[src/rtl/aclk_mon_pkg.sv]
package aclk_mon_pkg;

  localparam int RATIO_W = 10;

  localparam logic [3:0] RATIO_ERR = 4'hF;

  localparam logic [2:0] RATE_NONE = 3'b000;
  localparam logic [2:0] RATE_16K  = 3'b001;
  localparam logic [2:0] RATE_32K  = 3'b011;
  localparam logic [2:0] RATE_48K  = 3'b100;
  localparam logic [2:0] RATE_96K  = 3'b101;
  localparam logic [2:0] RATE_192K = 3'b110;

  // Map a bit-clock count per frame onto its legal ratio code.
  function automatic logic [3:0] ratio_encode(input logic [RATIO_W-1:0] n);
    case (n)
      10'd64:  return 4'h4;
      10'd96:  return 4'h5;
      10'd128: return 4'h6;
      10'd192: return 4'h7;
      10'd256: return 4'h8;
      10'd384: return 4'h9;
      10'd512: return 4'hA;
      default: return RATIO_ERR;
    endcase
  endfunction

endpackage

[src/rtl/aclk_edge_sync.sv]
module aclk_edge_sync #(
  parameter int STAGES = 2
) (
  input  logic clk,
  input  logic rst_n,
  input  logic async_in,
  output logic rise
);

  logic [STAGES:0] shreg;

  always_ff @(posedge clk or negedge rst_n) begin
    if (!rst_n) shreg <= '0;
    else        shreg <= {shreg[STAGES-1:0], async_in};
  end

  assign rise = shreg[STAGES-1] & ~shreg[STAGES];

endmodule

[src/rtl/aclk_frame_meter.sv]
module aclk_frame_meter
  import aclk_mon_pkg::*;
#(
  parameter int unsigned REF_HZ  = 98_304_000,
  parameter int unsigned TIMEOUT = 8192
) (
  input  logic       clk,
  input  logic       rst_n,
  input  logic       sb_rise,
  input  logic       fs_rise,
  output logic [3:0] ratio_st,
  output logic [2:0] rate_st,
  output logic       tick
);

  localparam int PW   = $clog2(TIMEOUT + 1);
  localparam int NWIN = 10;
  localparam int unsigned FS_HZ [NWIN] = '{16000, 14700, 32000, 29400, 48000,
                                           44100, 96000, 88200, 192000, 176400};
  localparam logic [2:0] FAM [NWIN] = '{RATE_16K, RATE_16K, RATE_32K, RATE_32K,
                                        RATE_48K, RATE_48K, RATE_96K, RATE_96K,
                                        RATE_192K, RATE_192K};

  logic [RATIO_W-1:0] rcnt_q, rcnt_d;
  logic [PW-1:0]      pcnt_q, pcnt_d;
  logic               armed_q, armed_d, pv_q, pv_d;
  logic [3:0]         pratio_q, pratio_d, sratio_q, sratio_d;
  logic [2:0]         prate_q, prate_d, srate_q, srate_d;
  logic [NWIN-1:0]    hit;
  logic [2:0]         meas_rate;
  logic [3:0]         meas_ratio;
  logic               timeout;

  for (genvar g = 0; g < NWIN; g++) begin : g_win
    localparam int unsigned NOM = REF_HZ / FS_HZ[g];
    localparam logic [PW-1:0] LO = PW'(NOM - NOM / 50);
    localparam logic [PW-1:0] HI = PW'(NOM + NOM / 50);
    assign hit[g] = (pcnt_q >= LO) && (pcnt_q <= HI);
  end

  always_comb begin
    meas_rate = RATE_NONE;
    for (int i = 0; i < NWIN; i++)
      if (hit[i]) meas_rate = FAM[i];
  end

  assign meas_ratio = ratio_encode(rcnt_q);
  assign timeout    = (pcnt_q >= PW'(TIMEOUT));

  always_comb begin
    rcnt_d   = rcnt_q;
    pcnt_d   = pcnt_q + 1'b1;
    armed_d  = armed_q;
    pv_d     = pv_q;
    pratio_d = pratio_q;
    prate_d  = prate_q;
    sratio_d = sratio_q;
    srate_d  = srate_q;
    if (fs_rise)                  rcnt_d = sb_rise ? RATIO_W'(1) : '0;
    else if (sb_rise && rcnt_q != '1) rcnt_d = rcnt_q + 1'b1;
    if (fs_rise || timeout) pcnt_d = PW'(1);
    if (timeout) begin
      armed_d  = 1'b0;
      pv_d     = 1'b0;
      sratio_d = RATIO_ERR;
      srate_d  = RATE_NONE;
    end else if (fs_rise) begin
      armed_d = 1'b1;
      if (armed_q) begin
        pratio_d = meas_ratio;
        prate_d  = meas_rate;
        pv_d     = 1'b1;
        if (pv_q && meas_ratio == pratio_q && meas_rate == prate_q) begin
          sratio_d = meas_ratio;
          srate_d  = meas_rate;
        end
      end
    end
  end

  always_ff @(posedge clk or negedge rst_n) begin
    if (!rst_n) begin
      rcnt_q   <= '0;
      pcnt_q   <= PW'(1);
      armed_q  <= 1'b0;
      pv_q     <= 1'b0;
      pratio_q <= RATIO_ERR;
      prate_q  <= RATE_NONE;
      sratio_q <= RATIO_ERR;
      srate_q  <= RATE_NONE;
    end else begin
      rcnt_q   <= rcnt_d;
      pcnt_q   <= pcnt_d;
      armed_q  <= armed_d;
      pv_q     <= pv_d;
      pratio_q <= pratio_d;
      prate_q  <= prate_d;
      sratio_q <= sratio_d;
      srate_q  <= srate_d;
    end
  end

  assign ratio_st = sratio_q;
  assign rate_st  = srate_q;
  assign tick     = timeout || (fs_rise && armed_q);

endmodule

[src/rtl/aclk_gain_ramp.sv]
module aclk_gain_ramp #(
  parameter int VOL_W       = 8,
  parameter int RAMP_STEP   = 8,
  parameter int STEP_FRAMES = 4
) (
  input  logic             clk,
  input  logic             rst_n,
  input  logic             tick,
  input  logic             fault,
  input  logic [VOL_W-1:0] target,
  output logic [VOL_W-1:0] gain
);

  localparam int FW = $clog2(STEP_FRAMES + 1);
  localparam logic [VOL_W-1:0] STEP = VOL_W'(RAMP_STEP);
  localparam logic [FW-1:0]    LAST = FW'(STEP_FRAMES - 1);

  logic [FW-1:0]    fcnt_q, fcnt_d;
  logic [VOL_W-1:0] gain_q, gain_d;
  logic             step_now;

  assign step_now = tick && (fcnt_q == LAST);

  always_comb begin
    fcnt_d = fcnt_q;
    gain_d = gain_q;
    if (tick) fcnt_d = step_now ? '0 : fcnt_q + 1'b1;
    if (step_now) begin
      if (fault)
        gain_d = (gain_q > STEP) ? gain_q - STEP : '0;
      else if (gain_q < target)
        gain_d = (target - gain_q > STEP) ? gain_q + STEP : target;
      else if (gain_q > target)
        gain_d = (gain_q - target > STEP) ? gain_q - STEP : target;
    end
  end

  always_ff @(posedge clk or negedge rst_n) begin
    if (!rst_n) begin
      fcnt_q <= '0;
      gain_q <= '0;
    end else begin
      fcnt_q <= fcnt_d;
      gain_q <= gain_d;
    end
  end

  assign gain = gain_q;

endmodule

[src/rtl/aclk_monitor.sv]
module aclk_monitor
  import aclk_mon_pkg::*;
#(
  parameter int unsigned REF_HZ      = 98_304_000,
  parameter int unsigned TIMEOUT     = 8192,
  parameter int          SYNC_STAGES = 2,
  parameter int          VOL_W       = 8,
  parameter int          RAMP_STEP   = 8,
  parameter int          STEP_FRAMES = 4
) (
  input  logic             clk_ref,
  input  logic             rst_n,
  input  logic             sbclk,
  input  logic             fsync,
  input  logic             auto_rate_dis,
  input  logic [2:0]       cfg_rate,
  input  logic [VOL_W-1:0] target_vol,
  output logic [3:0]       ratio_code,
  output logic [2:0]       rate_code,
  output logic             clk_fault,
  output logic             downsample_req,
  output logic [VOL_W-1:0] gain
);

  logic sb_rise, fs_rise, tick;
  logic [2:0] rate_st;

  aclk_edge_sync #(.STAGES(SYNC_STAGES)) u_sb_sync (
    .clk(clk_ref), .rst_n(rst_n), .async_in(sbclk), .rise(sb_rise));

  aclk_edge_sync #(.STAGES(SYNC_STAGES)) u_fs_sync (
    .clk(clk_ref), .rst_n(rst_n), .async_in(fsync), .rise(fs_rise));

  aclk_frame_meter #(.REF_HZ(REF_HZ), .TIMEOUT(TIMEOUT)) u_meter (
    .clk(clk_ref), .rst_n(rst_n), .sb_rise(sb_rise), .fs_rise(fs_rise),
    .ratio_st(ratio_code), .rate_st(rate_st), .tick(tick));

  assign clk_fault = (ratio_code == RATIO_ERR) || (rate_st == RATE_NONE) ||
                     (auto_rate_dis && (rate_st != cfg_rate));
  assign rate_code      = auto_rate_dis ? cfg_rate : rate_st;
  assign downsample_req = (rate_code == RATE_192K);

  aclk_gain_ramp #(.VOL_W(VOL_W), .RAMP_STEP(RAMP_STEP),
                   .STEP_FRAMES(STEP_FRAMES)) u_ramp (
    .clk(clk_ref), .rst_n(rst_n), .tick(tick), .fault(clk_fault),
    .target(target_vol), .gain(gain));

endmodule

[config.mk]
export PLATFORM = sky130hd
export DESIGN_NAME = aclk_monitor
export DESIGN_NICKNAME = d
export VERILOG_FILES = /design/src/rtl/aclk_mon_pkg.sv /design/src/rtl/aclk_edge_sync.sv /design/src/rtl/aclk_frame_meter.sv /design/src/rtl/aclk_gain_ramp.sv /design/src/rtl/aclk_monitor.sv
export SDC_FILE = /design/constraint.sdc
export NUM_CORES = 1
export LEC_CHECK = 0
export BUFFER_PORTS_ARGS = -buffer_cell sky130_fd_sc_hd__buf_4
export CAP_MARGIN = 20
export CELL_PAD_IN_SITES_DETAIL_PLACEMENT = 0
export CELL_PAD_IN_SITES_GLOBAL_PLACEMENT = 1
export CORE_ASPECT_RATIO = 0.5
export CORE_MARGIN = 2
export CORE_UTILIZATION = 35
export CTS_CLUSTER_SIZE = 10
export DETAILED_ROUTE_END_ITERATION = 10
export PLACE_DENSITY = 0.69
export SLEW_MARGIN = 20
export SYNTH_ARGS = -nofsm -noshare
export SYNTH_HDL_FRONTEND = slang
export SYNTH_SLANG_ARGS = --single-unit
[constraint.sdc]
create_clock -name clk_ref -period 6.8 [get_ports clk_ref]
set_input_delay 0 -clock clk_ref [delete_from_list [all_inputs] [get_ports clk_ref]]
set_output_delay 0 -clock clk_ref [all_outputs]
set_load 0.02 [all_outputs]
==> metrics.log <==
[metrics] max-slew headroom at the worst pin: 0.432
[metrics] RSZ-0062 raised after global routing: no
[metrics] DRC violations left: 0
[metrics] Synthesized Nets: 588
[metrics] violation count after the first detailed-routing iteration: 317
[metrics] R2R setup slack: 3.44 ns
[metrics] area fraction in compound gates after synthesis: 0.210
[metrics] count of synthesis-stage warnings from yosys: 0
[metrics] largest fanout on the critical path: 12
[metrics] Max Freq: 0.298 GHz
[metrics] number of enable-type register cells in the synthesized netlist: 0
[metrics] post-DP HPWL: 8.25 mm
[metrics] routability cong.: 0.864
[metrics] P per Cell Area: 271 nW/µm²
[metrics] die extent in x: 167 µm
[metrics] post-CTS resize count: 0
[metrics] number of different library cells in the post-synthesis netlist: 78
[metrics] Final TNS setup: 0 ns
[metrics] effective utilization at floorplan: 0.363
[metrics] total global-route track usage: 0.168
[metrics] instance count of the mapped netlist: 545
[metrics] Root Buffer: sky130_fd_sc_hd__clkbuf_16
[metrics] total design power: 1430 µW
[metrics] vias after detailed routing: 4045
[metrics] Hold Vio Cnt, Final: 0
[metrics] fraction of registers with async set/reset: 1.00
[metrics] clock latency of the later-clocked register in the worst-skew pair: 0.33 ns
[metrics] crit share post-route: 0.494
[metrics] growth of design area from synthesis to finish: 13.9%
[metrics] placed insts: 714
[metrics] mean instance size in the synthesized netlist: 8.53 µm²
[metrics] Slew Viols, Final: 0
[metrics] fraction of the yosys area taken by sequential cells: 0.309
[metrics] Critical Setup Path Class: register to register
[metrics] cell area after technology mapping: 4650 µm²
[metrics] TritonCTS Sinks: 57
[metrics] routed wirelength normalized by instance count: 15.5 µm
[metrics] xor and xnor area share after synthesis: 0.0638
[metrics] Post-CTS Repair Setup Buffers: 0
[metrics] static power due to leakage: 0.00221 µW
[metrics] dominant combinational cell family by area after synthesis: simple AND/OR/NAND/NOR gates
[metrics] number of buffers created by CTS: 9
[metrics] H-tree levels: 3
[metrics] number of inserted filler cells in the final layout: 1284
[metrics] required time reported for the critical path endpoint: 7.01 ns
[metrics] share of cells above drive strength 1: 0.133
[metrics] clock tree skew after final layout: 0.00635 ns
[metrics] Chip Height: 85.5 µm
[metrics] Worst Hold Class: primary input to register
[metrics] placeable core region: 12800 µm²
[metrics] kind of start point of the critical path: register
[metrics] number of max-cap violations: 0
[metrics] clock edge transition at the registers on the reported setup and hold paths: 0.05 ns
[metrics] Nets: 601
[metrics] total number of placement rows: 29
[metrics] simple-gate area share of the yosys netlist: 0.246
[metrics] Worst Path Arrival: 3.57 ns
[metrics] count of final setup violators: 0
[metrics] via count of the first global-routing pass: 3879
[metrics] post-synthesis mux area share: 0.0428
[metrics] I/O pin count: 33
[metrics] transition time at the pin with the least slew margin: 0.848 ns
[metrics] Die Area: 14300 µm²
[metrics] count of antenna diodes in the layout: 0
[metrics] remaining global-route overflow: 0
[metrics] routed wire length: 11.3 mm
[metrics] port bufs: 32
[metrics] first-pass GRT wire length: 19.4 mm
[metrics] post-route minimum period: 3.36 ns
[metrics] adder and majority cell fraction of the synthesized area: 0.0743
[metrics] CTS tree: built
[metrics] drt via density: 5.52
[metrics] kind of end point of the critical path: register
[metrics] number of nets with antenna violations after detailed routing: 0
[metrics] outcome: completed
[metrics] maximum resistive drop on vdd: 173 µV
[metrics] commonest register cell after synthesis: sky130_fd_sc_hd__dfrtp_1
[metrics] worst-case clock buffer depth: 2
[metrics] Initial DRT Pass Iterations: 6
[metrics] register bit count reported by yosys: 57
[metrics] initial antenna violation count: 0
[metrics] non-filler instance count after layout: 733
[metrics] pin count of the biggest net entering global routing: 58
worst paths after layout:
| path | from | end | depth (start not counted) |
|---|---|---|---|
| max | u_ramp.gain[1] | u_ramp.gain[7] | 9 |
| min | target_vol[4] | u_ramp.gain[4] | 3 |
| max reg2reg | u_ramp.gain[1] | u_ramp.gain[7] | 9 |
| min reg2reg | u_fs_sync.shreg[0] | u_fs_sync.shreg[1] | 0 |
| max in group asynchronous | rst_n | u_ramp.gain[2] | 2 |
| min in group asynchronous | rst_n | u_meter.rcnt_q[5] | 2 |
layout make-up:
cell class              instances  area [µm²]  area share
flip-flops and latches         57        1440       0.271
clock buffers                  11         243      0.0458
well taps                     170         213      0.0402
multi-input cells             424        2960       0.558
clock inverters                 5        55.1      0.0104
inverters                      30         113      0.0213
repair buffers                 36         278      0.0524
cells in the mapped netlist, types with 3 or more instances:
library cell | number | area share
sky130_fd_sc_hd__o21ai_1 | 6 | 0.0065
sky130_fd_sc_hd__o31ai_1 | 6 | 0.0097
sky130_fd_sc_hd__o211ai_1 | 5 | 0.0081
sky130_fd_sc_hd__a22o_1 | 3 | 0.0057
sky130_fd_sc_hd__xor2_1 | 13 | 0.024
sky130_fd_sc_hd__clkbuf_1 | 23 | 0.019
sky130_fd_sc_hd__nor2b_1 | 11 | 0.015
sky130_fd_sc_hd__a31oi_1 | 7 | 0.0094
sky130_fd_sc_hd__and4_1 | 3 | 0.0057
sky130_fd_sc_hd__a311oi_1 | 5 | 0.0094
sky130_fd_sc_hd__o21bai_1 | 4 | 0.0065
sky130_fd_sc_hd__dfstp_2 | 9 | 0.051
sky130_fd_sc_hd__nand3_1 | 21 | 0.023
sky130_fd_sc_hd__nor2_1 | 53 | 0.043
sky130_fd_sc_hd__buf_2 | 8 | 0.0086
sky130_fd_sc_hd__a22oi_1 | 3 | 0.0048
sky130_fd_sc_hd__or3b_1 | 3 | 0.0057
sky130_fd_sc_hd__nand2_1 | 31 | 0.025
sky130_fd_sc_hd__o2111ai_1 | 6 | 0.011
sky130_fd_sc_hd__dfrtp_1 | 48 | 0.26
sky130_fd_sc_hd__mux2_2 | 6 | 0.015
sky130_fd_sc_hd__a21oi_1 | 29 | 0.031
sky130_fd_sc_hd__nand4_1 | 9 | 0.012
sky130_fd_sc_hd__a32o_1 | 3 | 0.0065
sky130_fd_sc_hd__nand4b_1 | 3 | 0.0057
sky130_fd_sc_hd__o21ai_0 | 19 | 0.020
sky130_fd_sc_hd__and3_1 | 9 | 0.012
sky130_fd_sc_hd__mux2i_1 | 12 | 0.026
sky130_fd_sc_hd__nor3_1 | 18 | 0.019
sky130_fd_sc_hd__nor4b_1 | 6 | 0.011
sky130_fd_sc_hd__and2_1 | 9 | 0.012
sky130_fd_sc_hd__a21o_1 | 4 | 0.0065
sky130_fd_sc_hd__nand2b_1 | 10 | 0.013
sky130_fd_sc_hd__nand3b_1 | 3 | 0.0048
sky130_fd_sc_hd__a211oi_1 | 7 | 0.011
sky130_fd_sc_hd__inv_1 | 30 | 0.024
sky130_fd_sc_hd__o21a_1 | 5 | 0.0081
sky130_fd_sc_hd__xnor2_1 | 19 | 0.036
sky130_fd_sc_hd__ha_1 | 26 | 0.070
sky130_fd_sc_hd__nor4_1 | 6 | 0.0081
flip-flops by register name, indices dropped and copies added (netlist names):
| signal | count |
|---|---|
| u_fs_sync.shreg | 3 |
| u_meter.armed_q | 1 |
| u_meter.pcnt_q | 14 |
| u_meter.prate_q | 3 |
| u_meter.pratio_q | 4 |
| u_meter.pv_q | 1 |
| u_meter.rate_st | 3 |
| u_meter.ratio_st | 4 |
| u_meter.rcnt_q | 10 |
| u_ramp.fcnt_q | 3 |
| u_ramp.gain | 8 |
| u_sb_sync.shreg | 3 |
where the power goes:
| group | total [µW] | switching, µW | internal [µW] | leakage, µW |
|---|---|---|---|---|
| clock | 452 | 160 | 292 | 0.000142 |
| sequential | 467 | 87.2 | 380 | 0.000717 |
| combinational | 513 | 298 | 215 | 0.00135 |
per-stage QoR:
stage	hold WS (ns)	utilization	cell area, µm²	setup slack, ns
3_3_place_gp	0.111	0.388	4970	3.50
5_1_grt	0.0201	0.414	5300	3.14
3_5_place_dp	0.110	0.388	4970	3.43
4_1_cts	0.00144	0.414	5300	3.43
6_report	0.0244	0.414	5300	3.44
2_1_floorplan	-0.296	-	4650	4.06
critical path: stages, from the launching register on:
cell and delay [ns]:
sky130_fd_sc_hd__dfrtp_1 0.45, sky130_fd_sc_hd__ha_1 0.32, sky130_fd_sc_hd__nor2b_1 0.15, sky130_fd_sc_hd__o31ai_1 0.25
sky130_fd_sc_hd__a21oi_1 0.18, sky130_fd_sc_hd__a311o_1 0.56, sky130_fd_sc_hd__a31oi_1 0.76, sky130_fd_sc_hd__o21ai_0 0.22
sky130_fd_sc_hd__a22oi_1 0.25, sky130_fd_sc_hd__o31ai_1 0.10
logic make-up after synthesis:
logic type               count (synthesis)
AND/OR/NAND/NOR                        210
AO/OA/AOI/OAI                          135
buffers and inverters                   64
flip-flops                              57
XOR/XNOR                                33
adder cells (fa/ha/maj)                 27
multiplexers                            19
layout by cell type, fill, tap and decap left out, types with 10 or more instances in the layout:
master | netlist | routed
sky130_fd_sc_hd__xnor2_1 | 19 | 19
sky130_fd_sc_hd__nand3_1 | 21 | 21
sky130_fd_sc_hd__o21ai_0 | 19 | 19
sky130_fd_sc_hd__inv_1 | 30 | 30
sky130_fd_sc_hd__dfrtp_1 | 48 | 48
sky130_fd_sc_hd__mux2i_1 | 12 | 12
sky130_fd_sc_hd__nand2b_1 | 10 | 10
sky130_fd_sc_hd__buf_4 | 1 | 33
sky130_fd_sc_hd__nand2_1 | 31 | 31
sky130_fd_sc_hd__nor2b_1 | 11 | 11
sky130_fd_sc_hd__a21oi_1 | 29 | 29
sky130_fd_sc_hd__nor3_1 | 18 | 18
sky130_fd_sc_hd__nor2_1 | 53 | 53
sky130_fd_sc_hd__xor2_1 | 13 | 13
sky130_fd_sc_hd__ha_1 | 26 | 26
metal layers:
metal,global-route usage,wire length [µm]
met1,0.233,5740
met2,0.260,4930
met3,0.0337,399
met4,0.0650,265
met5,0,0
timing repair:
| action | in CTS | in global routing |
|---|---|---|
| endpoints found under the hold margin | 50 | 0 |
| setup endpoints to repair | 0 | 0 |
| hold buffers | 3 | 0 |
No activity file was read; power rests on OpenSTA's default activity.
